**src/rtl/integ_pkg.sv**
```systemverilog
package integ_pkg;

  typedef enum logic [1:0] {
    SEL_SHORT  = 2'b00,
    SEL_MID    = 2'b01,
    SEL_LONG   = 2'b10,
    SEL_MANUAL = 2'b11
  } sel_e;

  localparam int unsigned CTRL_W     = 8;
  localparam int unsigned GAIN_BIT   = 4;
  localparam int unsigned MAN_BIT    = 3;
  localparam logic [CTRL_W-1:0] CTRL_RST   = 8'h02;
  localparam logic [CTRL_W-1:0] CTRL_WMASK = 8'h1B;

endpackage

```
**src/rtl/integ_ctrl_reg.sv**
```systemverilog
module integ_ctrl_reg
  import integ_pkg::*;
(
  input  logic              clk_i,
  input  logic              rst_ni,
  input  logic              wr_en_i,
  input  logic [CTRL_W-1:0] wr_data_i,
  output logic [CTRL_W-1:0] rd_data_o,
  output sel_e              sel_o,
  output logic              man_o,
  output logic              gain_o,
  output logic              sel_chg_o,
  output logic              man_stop_o
);

  logic [CTRL_W-1:0] ctrl_q;

  always_ff @(posedge clk_i or negedge rst_ni) begin
    if (!rst_ni)      ctrl_q <= CTRL_RST;
    else if (wr_en_i) ctrl_q <= wr_data_i & CTRL_WMASK;
  end

  assign rd_data_o = ctrl_q;
  assign sel_o     = sel_e'(ctrl_q[1:0]);
  assign man_o     = ctrl_q[MAN_BIT];
  assign gain_o    = ctrl_q[GAIN_BIT];

  // window change requests decoded from the incoming write
  assign sel_chg_o  = wr_en_i && (wr_data_i[1:0] != ctrl_q[1:0]);
  assign man_stop_o = wr_en_i && (sel_o == SEL_MANUAL) && (wr_data_i[1:0] == SEL_MANUAL)
                      && ctrl_q[MAN_BIT] && !wr_data_i[MAN_BIT];

  assert_wr_masked_R2: assert property (@(posedge clk_i) disable iff (!rst_ni)
    wr_en_i |=> rd_data_o == ($past(wr_data_i) & CTRL_WMASK));

endmodule

```
**src/rtl/integ_period_cnt.sv**
```systemverilog
module integ_period_cnt #(
  parameter int unsigned CNT_W = 8
) (
  input  logic             clk_i,
  input  logic             rst_ni,
  input  logic             tick_i,
  input  logic             clr_i,
  input  logic             run_i,
  input  logic [CNT_W-1:0] lim_i,
  output logic             wrap_o
);

  logic [CNT_W-1:0] cnt_q;
  logic             last;

  assign last   = (cnt_q == lim_i - CNT_W'(1));
  assign wrap_o = run_i && tick_i && !clr_i && last;

  always_ff @(posedge clk_i or negedge rst_ni) begin
    if (!rst_ni)               cnt_q <= '0;
    else if (clr_i || !run_i)  cnt_q <= '0;
    else if (tick_i)           cnt_q <= last ? '0 : cnt_q + CNT_W'(1);
  end

  assert_cnt_in_range_R4: assert property (@(posedge clk_i) disable iff (!rst_ni)
    run_i |-> cnt_q < lim_i);

  assert_abort_restart_R6: assert property (@(posedge clk_i) disable iff (!rst_ni)
    clr_i |=> cnt_q == '0);

  assert_idle_hold_R7: assert property (@(posedge clk_i) disable iff (!rst_ni)
    (run_i && !clr_i && !tick_i) |=> $stable(cnt_q));

endmodule

```
**src/rtl/integ_window_ctrl.sv**
```systemverilog
module integ_window_ctrl
  import integ_pkg::*;
#(
  parameter int unsigned TICKS_SHORT = 13700,
  parameter int unsigned TICKS_MID   = 101000,
  parameter int unsigned TICKS_LONG  = 402000
) (
  input  logic              clk_i,
  input  logic              rst_ni,
  input  logic              wr_en_i,
  input  logic [CTRL_W-1:0] wr_data_i,
  output logic [CTRL_W-1:0] rd_data_o,
  input  logic              tick_i,
  output logic              integ_o,
  output logic              done_o,
  output logic              gain_hi_o
);

  localparam int unsigned TICKS_MAX = (TICKS_LONG > TICKS_MID)
      ? ((TICKS_LONG > TICKS_SHORT) ? TICKS_LONG : TICKS_SHORT)
      : ((TICKS_MID > TICKS_SHORT) ? TICKS_MID : TICKS_SHORT);
  localparam int unsigned CNT_W = $clog2(TICKS_MAX + 1);
  localparam int unsigned N_PRESET = 3;
  localparam int unsigned PRESET_TICKS [N_PRESET] = '{TICKS_SHORT, TICKS_MID, TICKS_LONG};

  sel_e             sel;
  logic             man, sel_chg, man_stop, wrap, run;
  logic [CNT_W-1:0] lim_tab [N_PRESET];
  logic [CNT_W-1:0] lim;
  logic             done_q;

  integ_ctrl_reg u_reg (
    .clk_i      (clk_i),
    .rst_ni     (rst_ni),
    .wr_en_i    (wr_en_i),
    .wr_data_i  (wr_data_i),
    .rd_data_o  (rd_data_o),
    .sel_o      (sel),
    .man_o      (man),
    .gain_o     (gain_hi_o),
    .sel_chg_o  (sel_chg),
    .man_stop_o (man_stop)
  );

  for (genvar g = 0; g < N_PRESET; g++) begin : g_lim
    assign lim_tab[g] = CNT_W'(PRESET_TICKS[g]);
  end

  always_comb begin
    unique case (sel)
      SEL_SHORT: lim = lim_tab[0];
      SEL_MID:   lim = lim_tab[1];
      default:   lim = lim_tab[2];
    endcase
  end

  assign run = (sel != SEL_MANUAL);

  integ_period_cnt #(.CNT_W(CNT_W)) u_cnt (
    .clk_i  (clk_i),
    .rst_ni (rst_ni),
    .tick_i (tick_i),
    .clr_i  (sel_chg),
    .run_i  (run),
    .lim_i  (lim),
    .wrap_o (wrap)
  );

  always_ff @(posedge clk_i or negedge rst_ni) begin
    if (!rst_ni) done_q <= 1'b0;
    else         done_q <= wrap || man_stop;
  end

  assign done_o  = done_q;
  assign integ_o = run ? 1'b1 : man;

  assert_done_single_R5: assert property (@(posedge clk_i) disable iff (!rst_ni)
    done_o |=> !done_o);

  assert_manual_no_tick_done_R8: assert property (@(posedge clk_i) disable iff (!rst_ni)
    (sel == SEL_MANUAL && !wr_en_i) |=> !done_o);

  assert_manual_close_R9: assert property (@(posedge clk_i) disable iff (!rst_ni)
    (done_o && sel == SEL_MANUAL) |-> !integ_o);

endmodule

```
**config.mk**
```make
export PLATFORM = sky130hd
export DESIGN_NAME = integ_window_ctrl
export DESIGN_NICKNAME = d
export VERILOG_FILES = /design/src/rtl/integ_pkg.sv /design/src/rtl/integ_ctrl_reg.sv /design/src/rtl/integ_period_cnt.sv /design/src/rtl/integ_window_ctrl.sv
export SDC_FILE = /design/constraint.sdc
export NUM_CORES = 1
export LEC_CHECK = 0
export BUFFER_PORTS_ARGS = -buffer_cell sky130_fd_sc_hd__buf_2
export CELL_PAD_IN_SITES_DETAIL_PLACEMENT = 0
export CELL_PAD_IN_SITES_GLOBAL_PLACEMENT = 1
export CORE_ASPECT_RATIO = 2
export CORE_MARGIN = 10
export CORE_UTILIZATION = 25
export DETAILED_ROUTE_END_ITERATION = 8
export PLACE_DENSITY_LB_ADDON = 0.3
export SETUP_SLACK_MARGIN = 0.05
export SLEW_MARGIN = 30
export SYNTH_ARGS = -nofsm -noshare
export SYNTH_HDL_FRONTEND = slang
export SYNTH_HIERARCHICAL = 1
export SYNTH_SLANG_ARGS = --single-unit
```
**constraint.sdc**
```tcl
create_clock -name clk_i -period 3.4 [get_ports clk_i]
set_input_delay 0.68 -clock clk_i [delete_from_list [all_inputs] [get_ports clk_i]]
set_output_delay 0.68 -clock clk_i [all_outputs]
set_load 0.05 [all_outputs]
```
==> results of run 1 <==
[state kept, by name, indices dropped and copies added, names as in the netlist]
register         count
u_cnt/cnt_q         19
u_reg/rd_data_o      4
done_o               1
[cell usage after synthesis, types with 2 or more instances]
master | number | share of area
nor3b_1 | 2 | 0.0078
nand2b_1 | 5 | 0.016
nor4_1 | 3 | 0.0097
o311ai_1 | 2 | 0.0091
a31oi_1 | 2 | 0.0065
and3_1 | 5 | 0.016
nand2_1 | 14 | 0.027
conb_1 | 2 | 0.0039
xor2_1 | 18 | 0.082
or3_1 | 4 | 0.013
clkbuf_1 | 6 | 0.012
nand4_1 | 7 | 0.023
dfrtp_1 | 23 | 0.30
nand4b_1 | 2 | 0.0091
nor2_1 | 17 | 0.033
xnor2_1 | 25 | 0.11
nand3_1 | 7 | 0.018
a32o_1 | 2 | 0.010
buf_4 | 8 | 0.031
o21ai_0 | 5 | 0.013
and4_1 | 3 | 0.014
a21oi_1 | 3 | 0.0078
inv_1 | 6 | 0.012
or4_1 | 3 | 0.012
mux2_2 | 4 | 0.023
nor2_2 | 10 | 0.032
nor4b_1 | 2 | 0.0091
nor2b_1 | 3 | 0.0097
ha_1 | 2 | 0.013
nor3_1 | 6 | 0.016
nand3b_1 | 4 | 0.016
[final timing paths]
path	cells past startpoint	slack [ns]	to
min in group clk_i	1	0.54	u_reg/rd_data_o[4]
max in group asynchronous	1	2.63	u_reg/rd_data_o[1]
max reg2reg	9	0.27	u_cnt/cnt_q[1]
min	1	0.40	done_o
max	9	0.27	u_cnt/cnt_q[1]
min reg2reg	1	0.54	u_reg/rd_data_o[4]
[worst max-delay path: cells and delay by family, from the launching register on]
family,cells,cell delay [ns]
flip-flops,1,0.67
buffers and inverters,1,0.19
AND/OR/NAND/NOR,5,1.40
AO/OA/AOI/OAI,2,0.69
XOR/XNOR,1,0.07
[placed cells by master, fill, tap and decap left out, types with 3 or more instances in the layout]
cell type	instances
dfrtp_1	23
or3_1	4
conb_1	17
nor4_1	3
o21ai_0	5
mux2_2	4
nor2_1	16
buf_2	14
or4_1	3
nor3_1	6
nand3b_1	4
and4_1	3
xor2_1	18
buf_4	10
clkbuf_16	3
nand3_1	7
nor2_2	11
inv_1	6
xnor2_1	25
and3_1	5
a21oi_1	3
nand2_1	14
nand2b_1	5
nand4_1	7
[cell families after synthesis]
kind of cell | synth area share
adders and majority gates | 0.0130
DFF | 0.313
other | 0.00390
buffers and inverters | 0.0604
AOI/OAI and AO/OA | 0.0871
xor gates and xnor gates | 0.196
and+or+nand+nor | 0.299
muxes | 0.0286
[metrics by stage]
stage               utilization  std cells
CTS                       0.302        342
finish                    0.302        342
floorplan                     -        234
global placement          0.288        338
global route              0.302        342
detailed placement        0.288        338
[layout make-up]
cell class / count / area [um^2] / area share
multi-input cells: 189 / 1270 / 0.556
well taps: 94 / 118 / 0.0516
clock inverters: 1 / 30.0 / 0.0132
clock buffers: 3 / 75.1 / 0.0329
inverters: 6 / 22.5 / 0.00987
repair buffers: 25 / 165 / 0.0724
flip-flops and latches: 24 / 602 / 0.264
[report_power, final]
part           internal, mW  switching, mW
clock                 0.234          0.106
combinational        0.0831          0.134
sequential            0.295         0.0157
total                 0.612          0.256
[per-layer routing]
layer | vias up | GRT usage
li1 | 803 | -
met1 | 730 | 0.0843
met2 | 25 | 0.165
met4 | 0 | 0.0459
met5 | - | 0
met3 | 10 | 0.00622
==> summary.txt, run 1 <==
STA
  – Fin crit period: around 3.1 ns
  – Hold WS: between 0.4 and 0.5 ns
  – Slew Limit Headroom: 0.427
  – Setup TNS: 0 ns
  – Final Hold Violating Endpoints: 0
  – Fmax: 320 MHz
  – Final setup fails: 0
  – RSZ-0062 raised after global routing: false
  – Final slew viol count: 0
  – Crit share post-route: 0.920
  – Final setup margin: 0.272 ns
  – Clock skew: around 0.0056 ns
  – Tightest Pin Transition: 0.846 ns

Layout
  – Area grow syn2layout: 18.5%
  – Design area: roughly 2300 um^2
  – Share of layout cells above drive strength 1: 0.206
  – Inserted Diodes: 0
  – Layout fillers: between 800 and 900
  – Nets: 263

Clock network
  – CTS max path bufs: 2
  – Worst-Skew Late Latency: roughly 0.26 ns
  – H-tree depth: 1
  – TritonCTS clock tree: yes
  – Worst-path clk slew: 0.06 ns
  – Cts bufs inserted: 3
  – Gates resized, CTS repair: 0
  – Number of setup buffers added after CTS: 0
  – Clock sinks: 24
  – Root buf cell: clkbuf_16
  – Post-CTS Hold Buffers: 0

Placed design
  – DP HPWL: approximately 3.9 mm
  – I/O Buffers: 14
  – Gpl congestion: slightly below 0.8
  – Pre-CTS setup slack: 0.258 ns
  – Placement Cell Area: roughly 2200 um^2

Drt
  – Met2 wire length: between 2 and 3 mm
  – Met3 WL: 68 um
  – WL final: between 4 and 5 mm
  – DR vias: ~1600
  – Wire per inst: approximately 14 um
  – Top routing layer in use: met4
  – DR pass1 iterations: 4
  – # DRC: 0
  – M1 wire length: roughly 1.8 mm
  – Vias per std cell: around 4.6
  – Antenna-violating nets left: 0
  – Initial DRC count: 37

Worst setup path
  – Arrival time worst endpoint: approximately 3.3 ns
  – CP Launch Type: flip-flop
  – Crit path from: u_reg/rd_data_o[1]
  – R2R Path Start: u_reg/rd_data_o[1]
  – Critical Path End Type: flip-flop
  – CP required: between 3 and 4 ns
  – Crit Path Max Fanout: 11
  – Crit path kind: reg2reg
  – Worst-path cell chain: nor2_2, buf_4, nor4_2, and2b_2, xnor2_1, or4_1, a221o_1, or3_1, a32o_1
  – Delay of the slowest critical-path stage: between 0.6 and 0.7 ns
  – Slowest cell on crit path: dfstp_2

GRT
  – First-pass GRT wire length: approximately 8 mm
  – Largest net degree at the start of global routing: 25
  – Antenna violations before repair: 0
  – Number of global-route vias before repair: roughly 1600
  – GRT Util Overall: 0.0855
  – Gr ovfl total: 0

Synthesis
  – Netlist cell types: 45
  – Ys Warns: 6
  – Async S/R FF share, synth: 1.00
  – Gate Count Post-Synth: around 220
  – Cell area after synthesis: 1930 um^2
  – Sequential share of the synthesized area: 0.313
  – Syn Area/Cell: between 8 and 9 um^2
  – Post-synth EDFFs: 0
  – Top FF cell, synth: dfrtp_1
  – Register bit total from synthesis: 24

Floorplan
  – Std-Cell Rows: 45
  – Full die area: 11800 um^2
  – Core area: approximately 7500 um^2
  – Height of the chip: between 100 and 150 um
  – I/O pins: 23
  – Initial cell density of the core: 0.255
  – Die Wd: a little over 80 um

Pwr
  – Design Power: a little under 0.9 mW
  – Pleak: a little over 0.9 nW
  – VDD IR-drop max: 541 uV
  – P per Cell Area: between 300 and 400 nW/um^2

Flow run
  – Max-capacitance violation count: 0

Hold path
  – Min-Delay Path Class: in2async

Outcome
  – Outcome: finished clean
No activity file was read; power rests on OpenSTA's default activity.
==> run 2, diff against run 1 <==
--- a/config.mk
+++ b/config.mk
@@ -6,7 +6,7 @@
 export NUM_CORES = 1
 export LEC_CHECK = 0
 export BUFFER_PORTS_ARGS = -buffer_cell sky130_fd_sc_hd__buf_2
-export CELL_PAD_IN_SITES_DETAIL_PLACEMENT = 0
+export CELL_PAD_IN_SITES_DETAIL_PLACEMENT = 1
 export CELL_PAD_IN_SITES_GLOBAL_PLACEMENT = 1
 export CORE_ASPECT_RATIO = 2
 export CORE_MARGIN = 10
==> summary.txt, run 2 (same netlist as run 1, synthesis figures left out) <==
Worst setup path
  – Slowest cell on crit path: o311ai_1
  – Crit Path Max Fanout: 11 (unchanged)
  – Worst r2r dst: done_o
  – Arrival time worst endpoint: 3.34 ns (+0.06 ns)
  – Worst reg2reg path depth: 9 (unchanged)
  – CP Launch Type: flip-flop
  – Delay of the slowest critical-path stage: 0.88 ns (+0.21 ns)
  – Worst-path cell chain: nor2_2, buf_4, nor4_2, and2b_2, nand4b_1, o311ai_1, or3_1, nor3_1, or2_2
  – Critical Path End Type: flip-flop
  – Crit path kind: reg2reg
  – Flop2flop setup slack: 0.21 ns (-0.07 ns)
  – CP required: 3.55 ns (about the same)
  – R2R Path Start: u_reg/rd_data_o[1]

Floorplan
  – I/O pins: 23 (unchanged)
  – Height of the chip: 144 um (unchanged)
  – Full die area: 11800 um^2 (unchanged)
  – Initial cell density of the core: 0.255 (unchanged)
  – Core area: 7540 um^2 (unchanged)
  – Die Wd: 82.1 um (unchanged)
  – Std-Cell Rows: 45 (unchanged)

Drt
  – Initial DRC count: 19 (-49%)
  – Vias per std cell: 4.67 (+1.8%)
  – Wire per inst: 14.4 um (+5.8%)
  – # DRC: 0 (unchanged)
  – DR pass1 iterations: 4 (unchanged)
  – Antenna-violating nets left: 0 (unchanged)
  – WL final: 4.94 mm (+5.8%)
  – DR vias: 1596 (+1.8%)

Pwr
  – Design Power: 0.869 mW (+0.18%)
  – VDD IR-drop max: 403 uV (-25%)
  – Clock share of power: 0.391 (about the same)
  – P per Cell Area: 381 nW/um^2 (+0.18%)
  – Psw: 0.257 mW (+0.58%)
  – Switching part of the total: 0.296 (+0.00116)
  – Comb power frac: 0.252 (about the same)
  – Pleak: 0.928 nW (unchanged)
  – Sequential share of power: 0.357 (about the same)
  – Int Power: 0.612 mW (about the same)

Clock network
  – CTS max path bufs: 2 (unchanged)
  – Clock sinks: 24 (unchanged)
  – Root buf cell: clkbuf_16
  – Worst-path clk slew: 0.06 ns (about the same)
  – H-tree depth: 1 (unchanged)
  – Number of setup buffers added after CTS: 0 (unchanged)
  – Gates resized, CTS repair: 0 (unchanged)
  – Post-CTS Hold Buffers: 0 (unchanged)
  – Cts bufs inserted: 3 (unchanged)
  – Worst-Skew Late Latency: 0.26 ns (about the same)
  – TritonCTS clock tree: yes

STA
  – Final Hold Violating Endpoints: 0 (unchanged)
  – Final slew viol count: 0 (unchanged)
  – Slew Limit Headroom: 0.344 (-0.0829)
  – Fin crit period: 3.19 ns (+0.0656 ns)
  – Setup TNS: 0 ns (unchanged)
  – RSZ-0062 raised after global routing: false
  – Clock skew: 0.00352 ns (-0.00210 ns)
  – Final setup fails: 0 (unchanged)
  – Tightest Pin Transition: 0.969 ns (+0.122 ns)
  – Fmax: 313 MHz (-2.1%)
  – Crit share post-route: 0.939 (+0.0193)

Layout
  – Share of layout cells above drive strength 1: 0.206 (unchanged)
  – Most common cell after layout, fill and taps aside: xnor2_1
  – Non-Filler Instances: 342 (unchanged)
  – Layout fillers: 934 (+10%)
  – Biggest register: u_cnt/cnt_q
  – Commonest non-fill, non-tap cells in the layout: xnor2_1 (25), dfrtp_1 (23), xor2_1 (18)
  – Area grow syn2layout: 18.5% (unchanged)
  – Inserted Diodes: 0 (unchanged)
  – Max reg flops: 19 (unchanged)
  – Nets: 263 (unchanged)

Flow run
  – Max-capacitance violation count: 0 (unchanged)

Outcome
  – Outcome: finished clean

Placed design
  – DP HPWL: 4.16 mm (+7.0%)
  – Gpl congestion: 0.773 (unchanged)
  – Placed cell count: 338 (unchanged)
  – I/O Buffers: 14 (unchanged)

GRT
  – Largest net degree at the start of global routing: 25 (unchanged)
  – Antenna violations before repair: 0 (unchanged)
  – Gr ovfl total: 0 (unchanged)
  – GRT Util Overall: 0.0905 (+0.00495)
  – First-pass GRT wire length: 8.31 mm (+6.4%)
  – Number of global-route vias before repair: 1759 (+8.6%)

Hold path
  – Min-Delay Path Class: in2async
[run 2: cell counts in the layout (fill, tap and decap cells not counted)]
No cell type changed its count.
[run 2: through the flow]
step | hold slack, ns | area [um^2] | worst slack (ns) | util
finish | 0.400 | 2280 | 0.206 | 0.302
floorplan | 0.384 | 1990 | 0.197 | -
global placement | 0.513 | 2180 | 0.244 | 0.288
global route | 0.443 | 2280 | 0.0853 | 0.302
detailed placement | 0.524 | 2180 | 0.217 | 0.288
CTS | 0.424 | 2280 | 0.198 | 0.302
[run 2: metal layers]
layer  global-route usage  wire (um)  vias up
li1                     -          -      795
met1               0.0824       1780      760
met2                0.174       2810       28
met3              0.00808         95       13
met4               0.0649        256        0
met5                    0          0        -
[run 2: cell type report]
cell class	count	area, um^2	area share
Multi-Input combinational cell	189	1270	0.556
Inverter	6	22.5	0.00987
Clock buffer	3	75.1	0.0329
Sequential cell	24	602	0.264
Clock inverter	1	30.0	0.0132
Tap cell	94	118	0.0516
Timing Repair Buffer	25	165	0.0724
[run 2: worst max path at each step]
stage / startpoint / to / slack [ns] / cells past startpoint
after global routing: u_reg/rd_data_o[1] / u_cnt/cnt_q[1] / 0.09 / 10
after CTS: u_reg/rd_data_o[1] / done_o / 0.20 / 9
after detailed placement: u_reg/rd_data_o[1] / done_o / 0.22 / 9
after global placement: u_reg/rd_data_o[1] / u_cnt/cnt_q[1] / 0.24 / 9
final: u_reg/rd_data_o[1] / done_o / 0.21 / 9
after floorplan: u_reg/rd_data_o[0] / u_cnt/cnt_q[7] / 0.20 / 10
[run 2: critical path, delay by kind of cell, from the launching register on]
kind | cells | cell delay [ns]
AO/OA/AOI/OAI | 1 | 0.88
buffers and inverters | 1 | 0.19
flip-flops | 1 | 0.67
AND/OR/NAND/NOR | 7 | 1.34
[run 2: power by group through the flow]
| stage | clock [mW] | sequential, mW | combinational [mW] |
|---|---|---|---|
| after CTS | 0.350 | 0.311 | 0.223 |
| after floorplan | 0 | 0.322 | 0.156 |
| after detailed placement | 0 | 0.316 | 0.222 |
| final | 0.340 | 0.310 | 0.219 |
| after global routing | 0.366 | 0.312 | 0.241 |
| after global placement | 0 | 0.316 | 0.220 |
==> run 3, diff against run 2 <==
==> constraint.sdc (replaced) <==
create_clock -name clk_i -period 3.4 [get_ports clk_i]
set_input_delay 0.68 -clock clk_i [delete_from_list [all_inputs] [get_ports clk_i]]
set_output_delay 0.68 -clock clk_i [all_outputs]
set_load 0.1 [all_outputs]
==> summary.txt, run 3 (same netlist as run 1, synthesis figures left out) <==
Outcome
  – Outcome: finished clean

Floorplan
  – Initial cell density of the core: 0.255 (unchanged)
  – I/O pins: 23 (unchanged)
  – Full die area: 11800 um^2 (unchanged)
  – Height of the chip: 144 um (unchanged)
  – Std-Cell Rows: 45 (unchanged)
  – Die Wd: 82.1 um (unchanged)
  – Core area: 7540 um^2 (unchanged)

STA
  – RSZ-0062 raised after global routing: false
  – Setup TNS: 0 ns (unchanged)
  – Final Hold Violating Endpoints: 0 (unchanged)
  – Crit share post-route: 0.926 (-0.0135)
  – Tightest Pin Transition: 0.547 ns (-0.422 ns)
  – Clock skew: 0.00315 ns (-0.000368 ns)
  – Hold WS: 0.400 ns (unchanged)
  – Slew Limit Headroom: 0.632 (+0.288)
  – Final slew viol count: 0 (unchanged)
  – Final setup fails: 0 (unchanged)
  – Fmax: 318 MHz (+1.5%)
  – Fin crit period: 3.15 ns (-0.0460 ns)

Clock network
  – Root buf cell: clkbuf_16
  – Cts bufs inserted: 3 (unchanged)
  – TritonCTS clock tree: yes
  – H-tree depth: 1 (unchanged)
  – Gates resized, CTS repair: 0 (unchanged)
  – Clock sinks: 24 (unchanged)
  – Worst-path clk slew: 0.06 ns (about the same)
  – Post-CTS Hold Buffers: 0 (unchanged)
  – CTS max path bufs: 2 (unchanged)
  – Worst-Skew Late Latency: 0.27 ns (about the same)
  – Number of setup buffers added after CTS: 0 (unchanged)

Layout
  – Non-Filler Instances: 341 (-0.29%)
  – Biggest register: u_cnt/cnt_q
  – Design area: 2280 um^2 (-0.11%)
  – Most common cell after layout, fill and taps aside: xnor2_1
  – Area grow syn2layout: 18.3%
  – Max reg flops: 19 (unchanged)
  – Inserted Diodes: 0 (unchanged)
  – Nets: 262 (-0.38%)
  – Share of layout cells above drive strength 1: 0.206 (+0.000833)
  – Commonest non-fill, non-tap cells in the layout: xnor2_1 (25), dfrtp_1 (22), xor2_1 (18)
  – Layout fillers: 941 (+0.75%)

Worst setup path
  – Worst reg2reg path depth: 8 (-1)
  – Crit Path Max Fanout: 12 (+1)
  – Delay of the slowest critical-path stage: 0.71 ns (-0.17 ns)
  – Critical Path End Type: flip-flop
  – Worst r2r dst: u_cnt/cnt_q[1]
  – Arrival time worst endpoint: 3.30 ns (-0.04 ns)
  – CP required: 3.55 ns (about the same)
  – Flop2flop setup slack: 0.25 ns (+0.05 ns)
  – CP Launch Type: flip-flop
  – Crit path kind: reg2reg
  – Worst-path cell chain: nor2_2, nor3b_1, nand3b_1, or4_1, xnor2_1, nand4_1, or3_1, a32o_1
  – Delay-heaviest family, CP: simple AND/OR/NAND/NOR gates
  – R2R Path Start: u_reg/rd_data_o[1]
  – CP Buf/Inv Count: 0 (-1)
  – Slowest cell on crit path: dfstp_4

Drt
  – # DRC: 0 (unchanged)
  – WL final: 5.20 mm (+5.2%)
  – DR pass1 iterations: 4 (unchanged)
  – Wire per inst: 15.2 um (+5.5%)
  – DR vias: 1616 (+1.3%)
  – Met3 WL: 94 um (-1.1%)
  – M1 wire length: 1.94 mm (+8.9%)
  – Antenna-violating nets left: 0 (unchanged)
  – Vias per std cell: 4.74 (+1.6%)
  – Initial DRC count: 28 (+9)
  – Met2 wire length: 2.96 mm (+5.2%)
  – Top routing layer in use: met4

Placed design
  – Placement Cell Area: 2170 um^2 (-0.12%)
  – DP HPWL: 4.17 mm (+0.47%)
  – I/O Buffers: 14 (unchanged)
  – Gpl congestion: 0.792 (+2.4%)
  – Placed cell count: 337 (-0.30%)

Pwr
  – Pleak: 0.921 nW (-0.68%)
  – VDD IR-drop max: 582 uV (+45%)
  – Design Power: 0.915 mW (+5.2%)
  – P per Cell Area: 402 nW/um^2 (+5.3%)

GRT
  – First-pass GRT wire length: 8.64 mm (+4.0%)
  – Number of global-route vias before repair: 1785 (+1.5%)
  – Gr ovfl total: 0 (unchanged)
  – Antenna violations before repair: 0 (unchanged)
  – Largest net degree at the start of global routing: 25 (unchanged)
  – GRT Util Overall: 0.0945 (+0.00400)

Flow run
  – Max-capacitance violation count: 0 (unchanged)

Hold path
  – Min-Delay Path Class: in2async
-- run 3: metal layers --
layer  track usage  vias up
met1        0.0902      788
met5             0        -
li1              -      794
met3       0.00746        9
met4        0.0586        0
met2         0.182       25
-- run 3: worst reg2reg max path, cell delays in order (launching register included) --
cell	delay (ns)
dfstp_4	0.71
nor2_2	0.12
nor3b_1	0.28
nand3b_1	0.22
or4_1	0.47
xnor2_1	0.28
nand4_1	0.24
or3_1	0.44
a32o_1	0.28
-- run 3: worst max path at each step --
stage | from | to | slack (ns) | cells past startpoint
6_report | u_reg/rd_data_o[1] | u_cnt/cnt_q[1] | 0.25 | 8
5_1_grt | u_reg/rd_data_o[1] | u_cnt/cnt_q[1] | 0.08 | 8
4_1_cts | u_reg/rd_data_o[1] | u_cnt/cnt_q[1] | 0.25 | 8
3_5_place_dp | u_reg/rd_data_o[1] | u_cnt/cnt_q[1] | 0.28 | 8
3_3_place_gp | u_reg/rd_data_o[1] | u_cnt/cnt_q[1] | 0.28 | 8
2_1_floorplan | u_reg/rd_data_o[1] | u_cnt/cnt_q[7] | 0.16 | 9
-- run 3: report_power, final --
| group | internal, mW | total (mW) | switching, mW |
|---|---|---|---|
| registers | 0.296 | 0.315 | 0.0193 |
| clock network | 0.235 | 0.347 | 0.112 |
| logic | 0.0803 | 0.253 | 0.173 |
| total | 0.611 | 0.915 | 0.304 |
-- run 3: cell type report --
type / instances / area [um^2] / area share
Clock buffer: 3 / 75.1 / 0.0329
Clock inverter: 1 / 30.0 / 0.0132
Multi-Input combinational cell: 189 / 1270 / 0.557
Inverter: 6 / 22.5 / 0.00988
Tap cell: 94 / 118 / 0.0516
Timing Repair Buffer: 24 / 158 / 0.0692
Sequential cell: 24 / 607 / 0.266
-- run 3: metrics by stage --
| stage | utilization | setup WS, ns |
|---|---|---|
| 3_3_place_gp | 0.288 | 0.282 |
| 3_5_place_dp | 0.288 | 0.277 |
| 5_1_grt | 0.302 | 0.0774 |
| 4_1_cts | 0.302 | 0.252 |
| 2_1_floorplan | - | 0.160 |
| 6_report | 0.302 | 0.252 |
